File: src/rtl/dram_pkg.sv
package dram_pkg;

    localparam int unsigned DEF_COLS  = 96;
    localparam int unsigned DEF_BANKS = 9;
    localparam int unsigned DEF_DW    = 8;

    typedef enum logic [1:0] {
        OP_SET_COL  = 2'd0,
        OP_SET_BANK = 2'd1,
        OP_SET_CFG  = 2'd2,
        OP_NOP      = 2'd3
    } cmd_op_e;

    // bit 0 vertical, bit 1 column mirror, bit 2 bank mirror, bit 3 bit order
    typedef struct packed {
        logic rev_bits;
        logic mir_bank;
        logic mir_col;
        logic vertical;
    } cfg_t;

    localparam cfg_t CFG_RESET = '{rev_bits: 1'b0, mir_bank: 1'b0, mir_col: 1'b0, vertical: 1'b0};

endpackage

File: src/rtl/dram_cfg.sv
module dram_cfg
    import dram_pkg::*;
(
    input  logic clk,
    input  logic rst,
    input  logic load,
    input  cfg_t cfg_in,
    output cfg_t cfg_q
);

    always_ff @(posedge clk) begin
        if (rst) begin
            cfg_q <= CFG_RESET;
        end else if (load) begin
            cfg_q <= cfg_in;
        end
    end

endmodule

File: src/rtl/dram_ptr.sv
module dram_ptr #(
    parameter int unsigned NCOL  = 96,
    parameter int unsigned NBANK = 9,
    parameter int unsigned ARGW  = 8,
    localparam int unsigned XW = $clog2(NCOL),
    localparam int unsigned YW = $clog2(NBANK)
) (
    input  logic            clk,
    input  logic            rst,
    input  logic            step,
    input  logic            vertical,
    input  logic            ld_col,
    input  logic            ld_bank,
    input  logic [ARGW-1:0] arg,
    output logic [XW-1:0]   x_q,
    output logic [YW-1:0]   y_q
);

    localparam logic [XW-1:0] X_LAST = XW'(NCOL - 1);
    localparam logic [YW-1:0] Y_LAST = YW'(NBANK - 1);

    logic [XW-1:0] x_step;
    logic [YW-1:0] y_step;
    logic          col_ok;
    logic          bank_ok;

    assign col_ok  = ({24'd0, arg} < 32'(NCOL));
    assign bank_ok = ({24'd0, arg} < 32'(NBANK));

    always_comb begin
        x_step = x_q;
        y_step = y_q;
        if (step) begin
            if (!vertical) begin
                if (x_q == X_LAST) begin
                    x_step = '0;
                    y_step = (y_q == Y_LAST) ? '0 : y_q + 1'b1;
                end else begin
                    x_step = x_q + 1'b1;
                end
            end else begin
                if (y_q == Y_LAST) begin
                    y_step = '0;
                    x_step = (x_q == X_LAST) ? '0 : x_q + 1'b1;
                end else begin
                    y_step = y_q + 1'b1;
                end
            end
        end
    end

    always_ff @(posedge clk) begin
        if (rst) begin
            x_q <= '0;
            y_q <= '0;
        end else begin
            x_q <= (ld_col && col_ok) ? XW'(arg) : x_step;
            y_q <= (ld_bank && bank_ok) ? YW'(arg) : y_step;
        end
    end

endmodule

File: src/rtl/dram_map.sv
module dram_map
    import dram_pkg::*;
#(
    parameter int unsigned NCOL  = 96,
    parameter int unsigned NBANK = 9,
    parameter int unsigned DW    = 8,
    localparam int unsigned XW = $clog2(NCOL),
    localparam int unsigned YW = $clog2(NBANK),
    localparam int unsigned AW = $clog2(NCOL * NBANK)
) (
    input  logic [XW-1:0] x,
    input  logic [YW-1:0] y,
    input  cfg_t          cfg,
    input  logic [DW-1:0] din,
    output logic [AW-1:0] addr,
    output logic [DW-1:0] dout
);

    logic [XW-1:0] phys_col;
    logic [YW-1:0] phys_bank;
    logic [DW-1:0] din_rev;

    assign phys_col  = cfg.mir_col  ? (XW'(NCOL - 1)  - x) : x;
    assign phys_bank = cfg.mir_bank ? (YW'(NBANK - 1) - y) : y;
    assign addr      = AW'(phys_bank) * AW'(NCOL) + AW'(phys_col);

    for (genvar b = 0; b < DW; b++) begin : g_rev
        assign din_rev[b] = din[DW-1-b];
    end

    assign dout = cfg.rev_bits ? din_rev : din;

endmodule

File: src/rtl/dram_addr_gen.sv
module dram_addr_gen
    import dram_pkg::*;
#(
    parameter int unsigned NCOL  = DEF_COLS,
    parameter int unsigned NBANK = DEF_BANKS,
    parameter int unsigned DW    = DEF_DW,
    localparam int unsigned XW = $clog2(NCOL),
    localparam int unsigned YW = $clog2(NBANK),
    localparam int unsigned AW = $clog2(NCOL * NBANK)
) (
    input  logic          clk,
    input  logic          rst,
    input  logic          cmd_valid,
    input  logic [1:0]    cmd_op,
    input  logic [7:0]    cmd_arg,
    input  logic          data_valid,
    input  logic [DW-1:0] data_byte,
    output logic          wr_en,
    output logic [AW-1:0] wr_addr,
    output logic [DW-1:0] wr_data,
    output logic [XW-1:0] ptr_x,
    output logic [YW-1:0] ptr_y
);

    cmd_op_e       op;
    cfg_t          cfg_q;
    logic          ld_col;
    logic          ld_bank;
    logic          ld_cfg;
    logic [AW-1:0] map_addr;
    logic [DW-1:0] map_data;
    logic          mode_vertical;

    assign op      = cmd_op_e'(cmd_op);
    assign ld_col  = cmd_valid && (op == OP_SET_COL);
    assign ld_bank = cmd_valid && (op == OP_SET_BANK);
    assign ld_cfg  = cmd_valid && (op == OP_SET_CFG);
    assign mode_vertical = cfg_q.vertical;

    dram_cfg u_cfg (
        .clk    (clk),
        .rst    (rst),
        .load   (ld_cfg),
        .cfg_in (cfg_t'(cmd_arg[3:0])),
        .cfg_q  (cfg_q)
    );

    dram_ptr #(.NCOL(NCOL), .NBANK(NBANK), .ARGW(8)) u_ptr (
        .clk      (clk),
        .rst      (rst),
        .step     (data_valid),
        .vertical (cfg_q.vertical),
        .ld_col   (ld_col),
        .ld_bank  (ld_bank),
        .arg      (cmd_arg),
        .x_q      (ptr_x),
        .y_q      (ptr_y)
    );

    dram_map #(.NCOL(NCOL), .NBANK(NBANK), .DW(DW)) u_map (
        .x    (ptr_x),
        .y    (ptr_y),
        .cfg  (cfg_q),
        .din  (data_byte),
        .addr (map_addr),
        .dout (map_data)
    );

    always_ff @(posedge clk) begin
        if (rst) begin
            wr_en   <= 1'b0;
            wr_addr <= '0;
            wr_data <= '0;
        end else begin
            wr_en <= data_valid;
            if (data_valid) begin
                wr_addr <= map_addr;
                wr_data <= map_data;
            end
        end
    end

endmodule

File: config.mk
export PLATFORM = sky130hd
export DESIGN_NAME = dram_addr_gen
export DESIGN_NICKNAME = d
export VERILOG_FILES = /design/src/rtl/dram_pkg.sv /design/src/rtl/dram_cfg.sv /design/src/rtl/dram_ptr.sv /design/src/rtl/dram_map.sv /design/src/rtl/dram_addr_gen.sv
export SDC_FILE = /design/constraint.sdc
export NUM_CORES = 1
export LEC_CHECK = 0
export ABC_AREA = 1
export ABC_CLOCK_PERIOD_IN_PS = 2320
export BUFFER_PORTS_ARGS = -buffer_cell sky130_fd_sc_hd__buf_4
export CAP_MARGIN = 20
export CORE_UTILIZATION = 50
export CTS_CLUSTER_SIZE = 14
export DETAILED_ROUTE_END_ITERATION = 6
export GPL_TIMING_DRIVEN = 1
export PLACE_DENSITY = 0.83
export REMOVE_ABC_BUFFERS = 1
export SYNTH_ARGS = -nofsm -noshare
export SYNTH_HDL_FRONTEND = slang
export SYNTH_HIERARCHICAL = 1
export SYNTH_SLANG_ARGS = --single-unit
File: constraint.sdc
create_clock -name clk -period 2.32 [get_ports clk]
set_input_delay 0 -clock clk [delete_from_list [all_inputs] [get_ports clk]]
set_output_delay 0 -clock clk [all_outputs]
set_load 0.03 [all_outputs]
==> results of run 1 <==
-- metal layers --
layer	vias to the layer above	GRT usage [%]
li1	1265	-
met1	1059	23.7
met2	63	36.0
met3	5	3.47
met4	0	6.10
met5	-	0
-- worst paths after layout --
kind / slack (ns) / endpoint / from / cells past startpoint
min reg2reg: 0.47 / wr_addr[3] / wr_addr[3] / 2
max reg2reg: 0.15 / wr_addr[9] / u_ptr/y_q[1] / 15
max: 0.15 / wr_addr[9] / u_ptr/y_q[1] / 15
min: 0.05 / u_cfg/cfg_q[0] / cmd_arg[0] / 5
-- through the flow --
stage / utilization [%] / hold slack [ns] / worst slack [ns] / power [mW] / TNS [ns]
6_report: 64.3 / 0.0508 / 0.155 / 1.53 / 0
5_1_grt: 64.3 / 0.0684 / 0.00192 / 1.61 / 0
4_1_cts: 63.3 / 0.0428 / 0.0280 / 1.54 / 0
3_5_place_dp: 60.9 / 0.259 / -0.0414 / 1.07 / -0.0414
3_3_place_gp: 60.9 / 0.257 / 0.0555 / 1.06 / 0
2_1_floorplan: - / 0.0691 / -0.382 / 0.928 / -0.900
-- what timing repair did --
item | 4_1_cts | 5_1_grt
pin swaps | 1 | 4
hold buffers | 1 | 0
gates resized for setup | 4 | 6
setup buffers | 0 | 3
endpoints found under the setup margin | 1 | 2
endpoints found under the hold margin | 6 | 0
-- flip-flops by register name (all words and copies together) (netlist names) --
register / count
wr_addr: 10
wr_data: 8
u_ptr/x_q: 7
u_cfg/cfg_q: 4
u_ptr/y_q: 4
wr_en: 1
-- cells by family after synthesis --
kind of cell | count (synthesis) | share of synthesized area (%)
AOI/OAI and AO/OA | 19 | 3.97
xor gates and xnor gates | 12 | 4.58
adders and majority gates | 11 | 6.22
buffers and inverters | 66 | 12.2
DFF | 34 | 27.7
and+or+nand+nor | 238 | 45.3
-- power groups by stage --
stage	Combinational (mW)	Sequential (mW)	Clock [mW]
after global placement	0.389	0.667	0
after detailed placement	0.399	0.669	0
after floorplan	0.196	0.732	0
after global routing	0.454	0.661	0.494
after CTS	0.404	0.655	0.480
final	0.407	0.656	0.470
-- tightest hold or removal path, cell delays in order --
cell	delay, ns
buf_4	0.10
inv_1	0.04
nand2_1	0.04
nand2_1	0.04
nor2_1	0.07
-- cell type report --
| class | instances | area [um^2] | share of cell area [%] |
|---|---|---|---|
| clock buffer | 6 | 82.6 | 2.72 |
| clock inverter | 2 | 12.5 | 0.412 |
| inverter | 58 | 218 | 7.16 |
| sequential | 34 | 683 | 22.5 |
| tap | 67 | 83.8 | 2.76 |
| multi-input combinational | 280 | 1510 | 49.6 |
| timing repair buffer | 60 | 453 | 14.9 |
-- cells in the mapped netlist, types with 2 or more instances --
master,count,area (um^2)
nand2_1,89,334
nor2_1,77,289
inv_1,54,203
dfxtp_1,34,681
nand3_1,23,115
nand2_2,17,106
nor2_2,14,87.6
ha_1,9,113
o21ai_0,9,45.0
a21oi_1,8,40.0
xor2_1,7,61.3
buf_6,4,45.0
inv_2,4,15.0
nand2_4,4,45.0
xnor2_1,4,35.0
nand3_2,3,30.0
nor2_4,3,33.8
buf_2,2,10.0
fa_1,2,40.0
nand4_1,2,12.5
==> results.toml, run 1 <==
[finish]
drive_gt1_share_pct = 28.2
final_cell_mix = "nand2_1 (88), nor2_1 (77), buf_4 (59), inv_1 (54), dfxtp_1 (32)"
nNetsFinal = 472
design_area_um2 = 3040
final_common_cell = "nand2_1"
fin_cells = 507
antenna_cells = 0
fill_cells = 437
area_growth_pct = 23.7

[yosys]
yosysUniqueCellTypes = 31
synth_area_per_cell_um2 = 6.46
ys.flop_type = "dfxtp_1"
synth_edf_count = 0
yosysWarningCount = 6
ys_seq_area_share_pct = 27.7
async_flop_share_pct = 0
synth_area_um2 = 2460
ys_ff_latch = 34
synthCells = 380

[clocking]
ctsRootBufferMaster = "clkbuf_8"
cts.path.max_buffers = 2
cts_made_buffers = 5
cts_tree = "built"
ctsHtreeMaxLevel = 2
clkTransAtPathRegs_ns = 0.08
clock_sinks = 34
clk_latency_ns = 0.29

[routing]
drt_iter0_drc = 62
antenna_left = 0
wl_met2_um = 2430
top_layer_used = "met4"
wl_met1_um = 2260
vias = 2392
vias_per_cell = 4.72
wl_met3_um = 222
wl_per_cell_um = 9.77
wirelength_um = 4950
first_pass_iters = 4
drc = 0

[global_routing]
antenna_found_initial = 0
grt_pass1_wl_um = 8300
grt_usage_pct = 19.8
grt_pass1_vias = 2056
grt_max_degree = 41
globalRouteOverflowTotal = 0

[pwr]
clockPowerShare_pct = 30.7
p_int_mw = 1.02
power.density_nw_per_um2 = 504
p_sw_share_pct = 33.2
switching_power_uw = 509
pwr-share-comb_pct = 26.5
total_leakage_power_nw = 1.60
seq_power_share_pct = 42.8
vdd_drop_max_uv = 332

[place]
placed_area_um2 = 2880
placedCellCount = 495
hpwl_um = 3800
io_buffers = 51
routabilityCongestion = 0.920

[floorplan]
die_w_um = 72.1
die_h_um = 72.1
die_area_um2 = 5200
core_area_um2 = 4720
row_count = 25
start_util_pct = 52.0
ioPinCount = 52

[sta]
maxSlewViolCount = 0
hold_viol = 0
max_freq_mhz = 462
slew_headroom_pct = 66.1
rsz0062_at_grt = "false"
min_period_ns = 2.17
tightest_slew_ns = 0.507
fin_crit_sh_pct = 93.3
finalSetupViolCount = 0
skew_ns = 0.00600

[setup_path]
slowest_stage = "fa_2"
crit_path_max_incr_delay_ns = 0.59
crit_type = "register to register"
crit_chain = "inv_1 > ha_1 > nand2_1 > o21ai_2 > ha_4 > fa_2 > nand2_2 > nor2_4 > inv_2 > nand3_2 > nand2_1 > inv_1 > nand2_1 > nand2_1 > nor2_1"
critical-path-top-delay-family = "adder cells"
cp.required_ns = 2.51
path_max_fanout = 4
endpoint_kind = "register"
cp.arrival_ns = 2.35
crit_path_start_kind = "register"
worst-path-buf-inv = 3
cp_common_cell = "nand2_1"

[min_path]
hold_path_class = "input pin to register"

[status]
status = "completed"

[run]
drv_cap = 0
(Power assumes the default switching activity.)
==> inputs of run 2 (changes only) <==
--- a/config.mk
+++ b/config.mk
@@ -5,17 +5,14 @@
 export SDC_FILE = /design/constraint.sdc
 export NUM_CORES = 1
 export LEC_CHECK = 0
-export ABC_AREA = 1
 export ABC_CLOCK_PERIOD_IN_PS = 2320
 export BUFFER_PORTS_ARGS = -buffer_cell sky130_fd_sc_hd__buf_4
 export CAP_MARGIN = 20
-export CORE_UTILIZATION = 50
-export CTS_CLUSTER_SIZE = 14
+export CORE_UTILIZATION = 47
 export DETAILED_ROUTE_END_ITERATION = 6
 export GPL_TIMING_DRIVEN = 1
-export PLACE_DENSITY = 0.83
+export PLACE_DENSITY = 0.81
 export REMOVE_ABC_BUFFERS = 1
 export SYNTH_ARGS = -nofsm -noshare
 export SYNTH_HDL_FRONTEND = slang
-export SYNTH_HIERARCHICAL = 1
 export SYNTH_SLANG_ARGS = --single-unit
==> run 2 against run 1 <==
The flow now finishes with violations (setup timing); maximum frequency is 13% lower; non-clock buffer count is 13 higher; power down 4.2%; synthesized area decreased by 21%; critical path type unchanged; wire length grew 1.1%; hold slack got worse by 0.042 ns; utilization increased by 2.9 points; synthesized cell count decreased by 43%; largest cell class unchanged.
==> results.toml, run 2 <==
[status]
status = "complete, but fails checks"
violations = "setup timing"

[sta]
hold_viol = 0
max_freq_mhz = 401
fin_crit_sh_pct = 108
setup_ws_ns = -0.176
finalSetupViolCount = 1
tightest_slew_ns = 0.475
holdWs_ns = 0.00866
fin_setup_tns_ns = -0.176
skew_ns = 0.00627
maxSlewViolCount = 0
rsz0062_at_grt = "true"
min_period_ns = 2.50
slew_headroom_pct = 68.3

[clocking]
cts_tree = "built"
cts_made_buffers = 5
ctsHtreeMaxLevel = 2
ctsRootBufferMaster = "clkbuf_8"
clkTransAtPathRegs_ns = 0.07
postCtsSetupBuffers = 0
clock_sinks = 34
cts.path.max_buffers = 2
clk_latency_ns = 0.29

[routing]
antenna_left = 0
wl_per_cell_um = 14.9
top_layer_used = "met4"
wl_met3_um = 260
wirelength_um = 5010
drc = 0
wl_met1_um = 2200
drt_iter0_drc = 66
wl_met2_um = 2460
vias_per_cell = 5.51
first_pass_iters = 4
vias = 1850

[pwr]
finalPower_mw = 1.47
total_leakage_power_nw = 1.15
power.density_nw_per_um2 = 546
vdd_drop_max_uv = 317

[setup_path]
path_max_fanout = 2
cp.required_ns = 2.52
crit_path_start_kind = "register"
crit_type = "register to register"
crit_chain = "inv_2 > ha_4 > nand2_2 > o21ai_2 > buf_4 > fa_2 > nand2b_4 > mux2_4 > o32ai_2 > xnor2_1 > a211oi_1"
critical-path-top-delay-family = "adder cells"
ff2ff_setup_slack_ns = -0.18
crit_path_max_incr_delay_ns = 0.62
slowest_stage = "fa_2"
cp.arrival_ns = 2.70
endpoint_kind = "register"
worst-path-buf-inv = 2

[min_path]
hold_path_class = "input pin to register"

[yosys]
synth_edf_count = 0
synthCells = 218
ys_seq_area_share_pct = 35.0
synth_area_um2 = 1940
async_flop_share_pct = 0
ys.flop_type = "dfxtp_1"
yosysMostFrequentCell = "nor2_1"
yosys-top-cells-count = "nor2_1 (37), dfxtp_1 (34), a211oi_1 (19), mux2i_1 (15), xnor2_1 (11)"
synth_area_leaders = "dfxtp_1 (35%), mux2i_1 (7.7%), a211oi_1 (7.3%)"
yosysWarningCount = 0
yosys.area.top_type = "dfxtp_1"
synth_area_per_cell_um2 = 8.92
synth_top_area_share_pct = 35.0
yosysUniqueCellTypes = 43
ys_ff_latch = 34

[finish]
final_common_cell = "buf_4"
reg_top3 = "wr_addr x10, wr_data x8, u_ptr.x_q x7"
drive_gt1_share_pct = 34.6
area_growth_pct = 38.4
final_core_util_pct = 67.3
largest-register = "wr_addr"
antenna_cells = 0
fin_cells = 336
largest_reg_flops = 10
design_area_um2 = 2690
nNetsFinal = 319
final_cell_mix = "buf_4 (70), nor2_1 (37), dfxtp_1 (32), a211oi_1 (19), mux2i_1 (15)"

[global_routing]
globalRouteOverflowTotal = 0
grt_max_degree = 39
antenna_found_initial = 0
grt_pass1_wl_um = 7860
grt_pass1_vias = 1689
grt_usage_pct = 24.2

[place]
pre_cts_slack_ns = -0.493
placedCellCount = 327
placed_area_um2 = 2470
io_buffers = 51
routabilityCongestion = 0.857
hpwl_um = 3340

[floorplan]
row_count = 23
die_area_um2 = 4400
die_w_um = 66.3
core_area_um2 = 4000
start_util_pct = 48.6
die_h_um = 66.3
ioPinCount = 52

[run]
drv_cap = 0
-- run 2: changes by cell type after synthesis, moves of 15 or more --
| cell | previous run | this run |
|---|---|---|
| a211oi_1 | 0 | 19 |
| nand3_1 | 23 | 4 |
| mux2i_1 | 0 | 15 |
| nor2_1 | 77 | 37 |
| nand2_2 | 17 | 0 |
| nand2_1 | 89 | 10 |
| inv_1 | 54 | 9 |
-- run 2: path summary, 6_finish.rpt --
| kind | from | endpoint | cells after the start |
|---|---|---|---|
| min | cmd_arg[1] | u_cfg.cfg_q[1] | 3 |
| max reg2reg | u_ptr.y_q[1] | wr_addr[9] | 11 |
| max | u_ptr.y_q[1] | wr_addr[9] | 11 |
| min reg2reg | wr_data[4] | wr_data[4] | 2 |
-- run 2: layer usage --
metal | GRT usage, % | vias up
met1 | 28.9 | 858
met3 | 6.21 | 10
met2 | 41.1 | 65
met4 | 9.84 | 0
li1 | - | 917
met5 | 0 | -
-- run 2: power by group --
group	internal, mW	switching, mW	total, mW
clock network	0.343	0.212	0.555
registers	0.614	0.0235	0.637
logic	0.123	0.153	0.275
-- run 2: what timing repair did --
item                                    4_1_cts  5_1_grt
hold buffers                                  2        0
resized for setup                            18        1
cloned                                        0        0
pin swaps                                     9        1
endpoints found under the hold margin         2        0
endpoints found under the setup margin        1        2
-- run 2: kinds of logic after synthesis --
| family | synth area share [%] |
|---|---|
| DFF | 35.0 |
| buffers and inverters | 5.28 |
| muxes | 8.88 |
| and+or+nand+nor | 19.5 |
| AOI/OAI and AO/OA | 17.2 |
| xor gates and xnor gates | 6.31 |
| adders and majority gates | 7.85 |
-- run 2: area by class of cell --
| type | instances | area (um^2) |
|---|---|---|
| inverter | 9 | 33.8 |
| clock buffer | 6 | 82.6 |
| fill | 333 | 1310 |
| tap | 50 | 62.6 |
| multi-input combinational | 163 | 1240 |
| clock inverter | 1 | 30.0 |
| timing repair buffer | 73 | 557 |
| sequential | 34 | 683 |
-- run 2: tightest hold or removal path, stage by stage --
cell	delay, ns
buf_4	0.11
mux2i_1	0.06
nor2_1	0.09
